===== config.mk =====
export PLATFORM = sky130hd
export DESIGN_NAME = irq_prio_ctrl
export DESIGN_NICKNAME = d
export VERILOG_FILES = /design/src/rtl/irq_prio_pkg.sv /design/src/rtl/irq_hi_find.sv /design/src/rtl/irq_vec_bank.sv /design/src/rtl/irq_prio_ctrl.sv
export SDC_FILE = /design/constraint.sdc
export NUM_CORES = 2
export LEC_CHECK = 0
export BUFFER_PORTS_ARGS = -buffer_cell sky130_fd_sc_hd__clkbuf_2
export CAP_MARGIN = 0
export CORE_MARGIN = 4
export CORE_UTILIZATION = 60
export DETAILED_ROUTE_END_ITERATION = 16
export PLACE_DENSITY = 0.77
export SLEW_MARGIN = 20
export SYNTH_ARGS = -nofsm -noshare
export SYNTH_HDL_FRONTEND = slang
export SYNTH_SLANG_ARGS = --single-unit

===== constraint.sdc =====
create_clock -name clk -period 8.4 [get_ports clk]
set_input_delay 1.26 -clock clk [delete_from_list [all_inputs] [get_ports clk]]
set_output_delay 1.26 -clock clk [all_outputs]
set_load 0.005 [all_outputs]

===== src/rtl/irq_prio_pkg.sv =====
package irq_prio_pkg;
  localparam int CLS_W = 4;

  typedef enum logic [1:0] {
    WR_TPR  = 2'd0,
    WR_EOI  = 2'd1,
    WR_SPUR = 2'd2,
    WR_NONE = 2'd3
  } wr_sel_e;
endpackage


===== src/rtl/irq_hi_find.sv =====
module irq_hi_find #(
  parameter int N = 256,
  localparam int W = $clog2(N)
) (
  input  logic [N-1:0] bits,
  output logic         any,
  output logic [W-1:0] idx
);
  always_comb begin
    any = |bits;
    idx = '0;
    for (int i = 0; i < N; i++) begin
      if (bits[i]) idx = W'(i);
    end
  end
endmodule


===== src/rtl/irq_vec_bank.sv =====
module irq_vec_bank #(
  parameter int N = 256,
  localparam int W = $clog2(N)
) (
  input  logic         clk,
  input  logic         rst_n,
  input  logic         set_en,
  input  logic [W-1:0] set_idx,
  input  logic         set_lvl,
  input  logic         ack_en,
  input  logic [W-1:0] ack_idx,
  input  logic         eoi_en,
  input  logic [W-1:0] eoi_idx,
  output logic [N-1:0] irr,
  output logic [N-1:0] isr,
  output logic [N-1:0] tmr
);
  for (genvar i = 0; i < N; i++) begin : g_bit
    logic set_hit, ack_hit, eoi_hit;
    assign set_hit = set_en && (set_idx == W'(i));
    assign ack_hit = ack_en && (ack_idx == W'(i));
    assign eoi_hit = eoi_en && (eoi_idx == W'(i));

    always_ff @(posedge clk) begin
      if (!rst_n) begin
        irr[i] <= 1'b0;
        isr[i] <= 1'b0;
        tmr[i] <= 1'b0;
      end else begin
        // order: end-of-interrupt, acknowledge, then set
        if (set_hit)      irr[i] <= 1'b1;
        else if (ack_hit) irr[i] <= 1'b0;
        if (ack_hit)      isr[i] <= 1'b1;
        else if (eoi_hit) isr[i] <= 1'b0;
        if (set_hit)      tmr[i] <= set_lvl;
      end
    end
  end
endmodule


===== src/rtl/irq_prio_ctrl.sv =====
module irq_prio_ctrl #(
  parameter int NVEC = 256,
  parameter int WDW  = 16,
  localparam int VW  = $clog2(NVEC),
  localparam int CW  = irq_prio_pkg::CLS_W,
  localparam int SW  = VW + 1
) (
  input  logic          clk,
  input  logic          rst_n,
  input  logic          set_valid,
  input  logic [VW-1:0] set_vec,
  input  logic          set_level,
  input  logic          wr_en,
  input  logic [1:0]    wr_sel,
  input  logic [WDW-1:0] wr_data,
  input  logic          ack_valid,
  output logic          ack_rsp_valid,
  output logic          ack_rsp_none,
  output logic [VW-1:0] ack_rsp_vec,
  output logic          irq_out,
  output logic [VW-1:0] ppr_out,
  output logic          eoi_bcast_valid,
  output logic [VW-1:0] eoi_bcast_vec
);
  import irq_prio_pkg::*;

  logic [NVEC-1:0] irr_q, isr_q, tmr_q;
  logic [VW-1:0]   tpr_q;
  logic [SW-1:0]   spur_q;

  logic          irr_any, isr_any;
  logic [VW-1:0] irr_hi, isr_hi, isr_val;
  logic [CW-1:0] isr_cls, tpr_cls, ppr_cls, cand_cls;
  logic          spur_en, deliv, ack_take, eoi_do;

  irq_hi_find #(.N(NVEC)) u_find_req (.bits(irr_q), .any(irr_any), .idx(irr_hi));
  irq_hi_find #(.N(NVEC)) u_find_svc (.bits(isr_q), .any(isr_any), .idx(isr_hi));

  always_comb begin
    isr_val  = isr_any ? isr_hi : '0;
    isr_cls  = isr_val[VW-1 -: CW];
    tpr_cls  = tpr_q[VW-1 -: CW];
    ppr_out  = (tpr_cls >= isr_cls) ? tpr_q : {isr_cls, {(VW-CW){1'b0}}};
    ppr_cls  = ppr_out[VW-1 -: CW];
    cand_cls = irr_hi[VW-1 -: CW];
    spur_en  = spur_q[SW-1];
    deliv    = irr_any && ((ppr_out == '0) || (cand_cls > ppr_cls));
    irq_out  = spur_en && deliv;
    ack_take = ack_valid && irq_out;
    eoi_do   = wr_en && (wr_sel == WR_EOI) && isr_any;
  end

  irq_vec_bank #(.N(NVEC)) u_bank (
    .clk(clk), .rst_n(rst_n),
    .set_en(set_valid), .set_idx(set_vec), .set_lvl(set_level),
    .ack_en(ack_take), .ack_idx(irr_hi),
    .eoi_en(eoi_do), .eoi_idx(isr_hi),
    .irr(irr_q), .isr(isr_q), .tmr(tmr_q)
  );

  always_ff @(posedge clk) begin
    if (!rst_n) begin
      tpr_q  <= '0;
      spur_q <= {1'b0, {VW{1'b1}}};
    end else if (wr_en) begin
      if (wr_sel == WR_TPR)  tpr_q  <= wr_data[VW-1:0];
      if (wr_sel == WR_SPUR) spur_q <= wr_data[SW-1:0];
    end
  end

  always_ff @(posedge clk) begin
    if (!rst_n) begin
      ack_rsp_valid   <= 1'b0;
      ack_rsp_none    <= 1'b0;
      ack_rsp_vec     <= '0;
      eoi_bcast_valid <= 1'b0;
      eoi_bcast_vec   <= '0;
    end else begin
      ack_rsp_valid <= ack_valid;
      if (ack_valid) begin
        ack_rsp_none <= !spur_en || !irr_any;
        if (ack_take)                 ack_rsp_vec <= irr_hi;
        else if (spur_en && irr_any)  ack_rsp_vec <= spur_q[VW-1:0];
        else                          ack_rsp_vec <= '0;
      end
      eoi_bcast_valid <= eoi_do && tmr_q[isr_hi];
      eoi_bcast_vec   <= eoi_do ? isr_hi : '0;
    end
  end
endmodule


# --- Yosys cells after proc, flatten, opt, wreduce, memory -nomap -nowiden ---
# Index checks and enable logic that the tools add are counted.
totals:
  inputBits: 32
  ff_bits: 804
  elab_cells: 4386
  out_inout_bits: 28
classes:
  n_lt_le_gt_ge: 3
  eq_ne: 767
  n_mux: 1540
  n_reduce_logical: 1301
ops:
  columns: ["cell", "count"]
  rows:
  - ["8-bit equality test, second input constant", 384]
  - ["8-bit 2-to-1 mux", 260]
  - ["8-bit by 7-bit equality test with 1-bit output, second input constant", 192]
  - ["1-bit 2-to-1 mux", 1027]
  - ["2-bit nonzero test", 512]
  - ["7-bit 2-to-1 mux", 128]
  - ["1-bit logical AND", 775]
  - ["8-bit by 6-bit equality test with 1-bit output, second input constant", 96]
  - ["256-bit OR reduction", 2]
  - ["8-bit by 5-bit equality test with 1-bit output, second input constant", 48]
  - ["6-bit 2-to-1 mux", 64]
  - ["8-bit by 4-bit equality test with 1-bit output, second input constant", 24]
  - ["5-bit 2-to-1 mux", 32]
  - ["8-bit by 3-bit equality test with 1-bit output, second input constant", 12]
  - ["4-bit 2-to-1 mux", 16]
  - ["8-bit by 2-bit equality test with 1-bit output, second input constant", 6]
  - ["8-bit zero test", 4]
  - ["8-bit by 1-bit equality test with 1-bit output, second input constant", 3]
  - ["3-bit 2-to-1 mux", 8]
  - ["8-bit by 9-bit < comparator with 1-bit output, second input constant", 1]
  - ["1-bit binary-select mux with 8-bit select", 1]
  - ["2-bit 2-to-1 mux", 4]
  - ["2-bit AND reduction", 3]
  - ["4-bit greater-or-equal comparator", 1]
  - ["6 further kinds", 8]

# --- Longest topological paths before layout ---
logic_depth:
  ltp_word: 266
  ltp_mapped: 29
  depth_no_buf: 25

# --- By module ---
# A second synthesis with hierarchy kept.
unflattened:
  cells_unflattened: 4857
  area_unflattened_um2: 41823.9
modules_own_cells:
  columns: ["mod", "instances", "cells_per_inst", "seq_area_each_um2", "area_each_um2"]
  rows:
  - ["irq_vec_bank", 1, 3308, 15374.7, 31321.3]
  - ["irq_hi_find", 2, 598, 0.0, 3345.7]
  - ["irq_prio_ctrl", 1, 353, 720.7, 3811.2]

# --- Worst setup path before layout ---
# No wires, ideal clock.
synth_timing:
  kind: "reg-to-output"
  from: "register u_bank.isr[93]"
  to: "output port irq_out"
  n_path_buf: 4
  t_required_ns: 7.140
  setup_slack_ns: 1.886
  arrival_time_ns: 5.254
  path_stages_with_launch: 27
  path_cell_list: "dfxtp_1 nor4_1 nand4_1 a211oi_1 o21ai_0 nand3_1 o211a_1 buf_2 clkinv_1 ha_1 nand2b_1 a21o_1 a21o_1 a21oi_1 clkbuf_1 nor2_1 a21o_1 ha_1 nor2b_1 o21ai_0 nand2b_1 a21oi_1 a41o_1 o21a_1 buf_2 clkbuf_1 nor2b_1"
synth_via:
  elab_chain_cells: 170
  elab_cells_between_ends: 172
  classes_between: "order compare: 2; mux: 165; reduce/logical: 5"
synth_lines:
  columns: ["element", "line", "text"]
  rows:
  - ["start: declaration", "irq_vec_bank.sv:15", "output logic [N-1:0] isr,"]
  - ["start signal: indexed assignment", "irq_vec_bank.sv:27", "isr[i] <= 1'b0;"]
  - ["start signal: indexed assignment", "irq_vec_bank.sv:33", "if (ack_hit) isr[i] <= 1'b1;"]
  - ["start signal: indexed assignment", "irq_vec_bank.sv:34", "else if (eoi_hit) isr[i] <= 1'b0;"]
  - ["7-bit 2-to-1 mux (35 in a row)", "irq_hi_find.sv:13", "if (bits[i]) idx = W'(i);"]
  - ["8-bit 2-to-1 mux (128 in a row)", "irq_hi_find.sv:13", null]
  - ["8-bit 2-to-1 mux (*)", "irq_prio_ctrl.sv:40", "isr_val = isr_any ? isr_hi : '0;"]
  - ["4-bit greater-or-equal comparator", "irq_prio_ctrl.sv:43", "ppr_out = (tpr_cls >= isr_cls) ? tpr_q : {isr_cls, {(VW-CW){1'b0}}};"]
  - ["8-bit 2-to-1 mux (*)", "irq_prio_ctrl.sv:43", null]
  - ["4-bit greater-than comparator or 8-bit zero test (tied branches)", "irq_prio_ctrl.sv:47", "deliv = irr_any && ((ppr_out == '0) || (cand_cls > ppr_cls));"]
  - ["1-bit logical OR (*)", "irq_prio_ctrl.sv:47", null]
  - ["1-bit logical AND (*)", "irq_prio_ctrl.sv:47", null]
  - ["1-bit logical AND (*)", "irq_prio_ctrl.sv:48", "irq_out = spur_en && deliv;"]
  - ["end: declaration", "irq_prio_ctrl.sv:20", "output logic irq_out,"]
# Every way passes the cells marked *; elsewhere a longest branch is shown, timed or not.

# --- Worst setup path in the final report ---
layout_timing:
  from: "register u_bank.isr[47]"
  to: "output port irq_out"
layout_via:
  elab_chain_cells: 216
  elab_cells_between_ends: 218
  classes_between: "order compare: 2; mux: 211; reduce/logical: 5"
layout_lines:
  columns: ["element", "line"]
  rows:
  - ["6-bit 2-to-1 mux (17 in a row)", "irq_hi_find.sv:13"]
  - ["7-bit 2-to-1 mux (64 in a row)", "irq_hi_find.sv:13"]
  - ["8-bit 2-to-1 mux (128 in a row)", "irq_hi_find.sv:13"]
  - ["8-bit 2-to-1 mux (*)", "irq_prio_ctrl.sv:40"]
  - ["4-bit greater-or-equal comparator", "irq_prio_ctrl.sv:43"]
  - ["8-bit 2-to-1 mux (*)", "irq_prio_ctrl.sv:43"]
  - ["4-bit greater-than comparator or 8-bit zero test (tied branches)", "irq_prio_ctrl.sv:47"]
  - ["1-bit logical OR (*)", "irq_prio_ctrl.sv:47"]
  - ["1-bit logical AND (*)", "irq_prio_ctrl.sv:47"]
  - ["1-bit logical AND (*)", "irq_prio_ctrl.sv:48"]
# Marks and branches as above.

==> reports/qor.txt <==
Die Footprint = 73,200 µm²
Post-CTS sizing = 0
Final min period = 7.99 ns
Setup Buffers After CTS = 0
Grt ovf = 0
DR WL/cell = 28.2 µm
Fmax = 125 MHz
CTS tree = yes
Layout Cells excl Fill = 6,223
Dpl cells = 6,069
Cell taking the most area after synthesis = dfxtp_1
Worst r2r src = u_bank.isr[47]
Initial antenna violation count = 6
Final worst path period share = 95.1%
Crit path from = u_bank.isr[47]
Register bit total from synthesis = 804
Startpoint Class = flip-flop
Synthesized cell area = 41,300 µm²
DRT iter0 DRCs = 7,617
Synth top area cells = dfxtp_1 (39%), nand2_1 (8.4%), o21ai_0 (7.5%)
Critical Path AT = 6.73 ns
First-pass GRT wire length = 254 mm
Hold buffers post-CTS = 0
Clock Skew = 0.0240 ns
LEAKAGE = 16.4 nW
Clk pin slew, worst setup/hold paths = 0.06 ns
Post-Synthesis Net Count = 5,409
Number of setup violations in the final report = 0
Ys flop type = dfxtp_1
CP required = 7.14 ns
Critical path fanouts, max = 22
Num CTS Buffers = 86
RSZ-0062 raised after global routing = no
Clock Tree Root = clkbuf_16
Vias in the first global route = 40,000
Slew Limit Fails = 0
Worst slack, placed = 1.20 ns
Gr usage total = 45.3%
Largest net degree at the start of global routing = 292
Commonest cells in the netlist = nand2_1 (929), dfxtp_1 (804), o21ai_0 (623), nor2_1 (389), a21boi_0 (369)
Standard-cell row count = 95
Final #Nets = 5,324
Post-Syn Instances = 5,369
CP delay by family, top = compound AO/OA/AOI/OAI gates
Most instantiated library cell after synthesis = nand2_1
Hold path start = u_bank.tmr[34]
YS warnings = 0
Drt total wl = 175 mm
Power Density = 190 nW/µm²
Crit-path slowest cell = o21a_2
Worst Tran Pin Value = 1.36 ns
Status = finished, final reports clean
Port Buffer Count = 52
Drt pass-1 iters = 7
Setup ws final = 0.414 ns
Core area = 67,800 µm²
Seq/Total Area, Yosys = 38.9%
# DRC = 0
Setup TNS = 0 ns
Number of enable flip-flop cells after synthesis = 0
Final ANT Viol Nets = 0
Max-cap viol count = 0
H-tree lvl count = 3
Slew headroom = 9.65%
Initial Utilization = 61.0%
Via count = 44,400
Routability congestion estimate = 1.06
Die X = 270 µm
Post-DP HPWL = 115 mm
CTS Buffer Depth = 3
Setup crit end kind = primary output
Distinct cell type count of the synthesized netlist = 97
Final Hold Fails = 0
# IOs = 60
DR vias/cell = 7.13
Crit-path max cell delay = 0.74 ns
Yosys top cell area share = 38.9%
Peak supply drop = 0.155 mV
Clock sinks = 804
Hold crit path type = flip-flop to flip-flop
Layout cell share with drive strength beyond 1 = 7.41%
Area grow syn2layout = 9.59%
Die H = 270 µm
CP bufs+invs = 4
Cell with the most instances on the worst path = a21oi_1
Asr flop ratio synth = 0%
Setup Crit Path Kind = flip-flop to primary output
Clock Latency Late Sink = 0.66 ns
Syn avg cell area = 7.70 µm²
[power by group]
part	switching [W]	leakage [nW]	internal, W
clock	0.00163	1.43	0.00237
combinational	0.000601	8.47	0.000166
sequential	0.00000903	6.48	0.00382
total	0.00224	16.4	0.00636
[cell families after synthesis]
family / Yosys count / synth area share, %
and+or+nand+nor: 2149 / 24.6
AOI/OAI and AO/OA: 1799 / 28.2
DFF: 804 / 38.9
buffers and inverters: 465 / 4.50
adders and majority gates: 8 / 0.242
muxes: 144 / 3.54
[registers in the layout (all words and copies together) (netlist names)]
name and count:
ack_rsp_none 1, ack_rsp_valid 1, ack_rsp_vec 8, eoi_bcast_valid 1, eoi_bcast_vec 8, spur_q 9, tpr_q 8, u_bank.irr 256
u_bank.isr 256, u_bank.tmr 256
[final cells by class]
| type | count | area (µm²) |
|---|---|---|
| Sequential cell | 804 | 16100 |
| Clock inverter | 19 | 280 |
| Inverter | 127 | 477 |
| Tap cell | 873 | 1090 |
| Multi-Input combinational cell | 4100 | 23500 |
| Timing Repair Buffer | 165 | 1160 |
| Antenna cell | 4 | 10.0 |
| Clock buffer | 131 | 2650 |
| Fill cell | 5783 | 22500 |
[worst min-delay path: cells and delay by family (launching register included)]
family	cells	cell delay, ns
flip-flops	1	0.31
AO/OA/AOI/OAI	1	0.06
AND/OR/NAND/NOR	1	0.04
[cells in the final DEF (no fill, tap or decap), drive strengths merged, types with 141 or more instances in the layout]
cell | netlist | layout
clkbuf | 291 | 182
a31oi | 141 | 141
nand3 | 191 | 191
nor2 | 392 | 392
nor4 | 169 | 169
dfxtp | 804 | 804
a21boi | 471 | 471
o21ai | 666 | 666
nand2 | 932 | 932
[per-stage QoR]
| step | hold slack, ns | power [W] | instance area [µm²] | util [%] |
|---|---|---|---|---|
| global route | 0.480 | 0.00873 | 45300 | 66.8 |
| detailed placement | 0.457 | 0.00463 | 42300 | 62.5 |
| floorplan | 0.439 | 0.00432 | 41300 | - |
| finish | 0.464 | 0.00860 | 45300 | 66.9 |
| global placement | 0.451 | 0.00462 | 42300 | 62.5 |
| CTS | 0.465 | 0.00853 | 45300 | 66.8 |
[final timing paths]
| path | end | slack [ns] | cells past startpoint |
|---|---|---|---|
| worst min register to register | u_bank.tmr[34] | 0.46 | 2 |
| worst max-delay path | irq_out | 0.41 | 25 |
| worst max register to register | u_bank.irr[195] | 0.89 | 26 |
| worst min-delay path | u_bank.tmr[34] | 0.46 | 2 |
[metal layers]
| layer | part of all wire (%) | GRT usage (%) | wire (µm) | up-vias |
|---|---|---|---|---|
| met5 | 0.015 | 0 | 26 | - |
| met2 | 39 | 63.4 | 68700 | 3409 |
| met1 | 36 | 57.0 | 62800 | 20700 |
| li1 | - | - | - | 19200 |
| met3 | 15 | 15.0 | 26400 | 1016 |
| met4 | 9.9 | 35.8 | 17300 | 4 |
No activity file was read; power rests on OpenSTA's default activity.
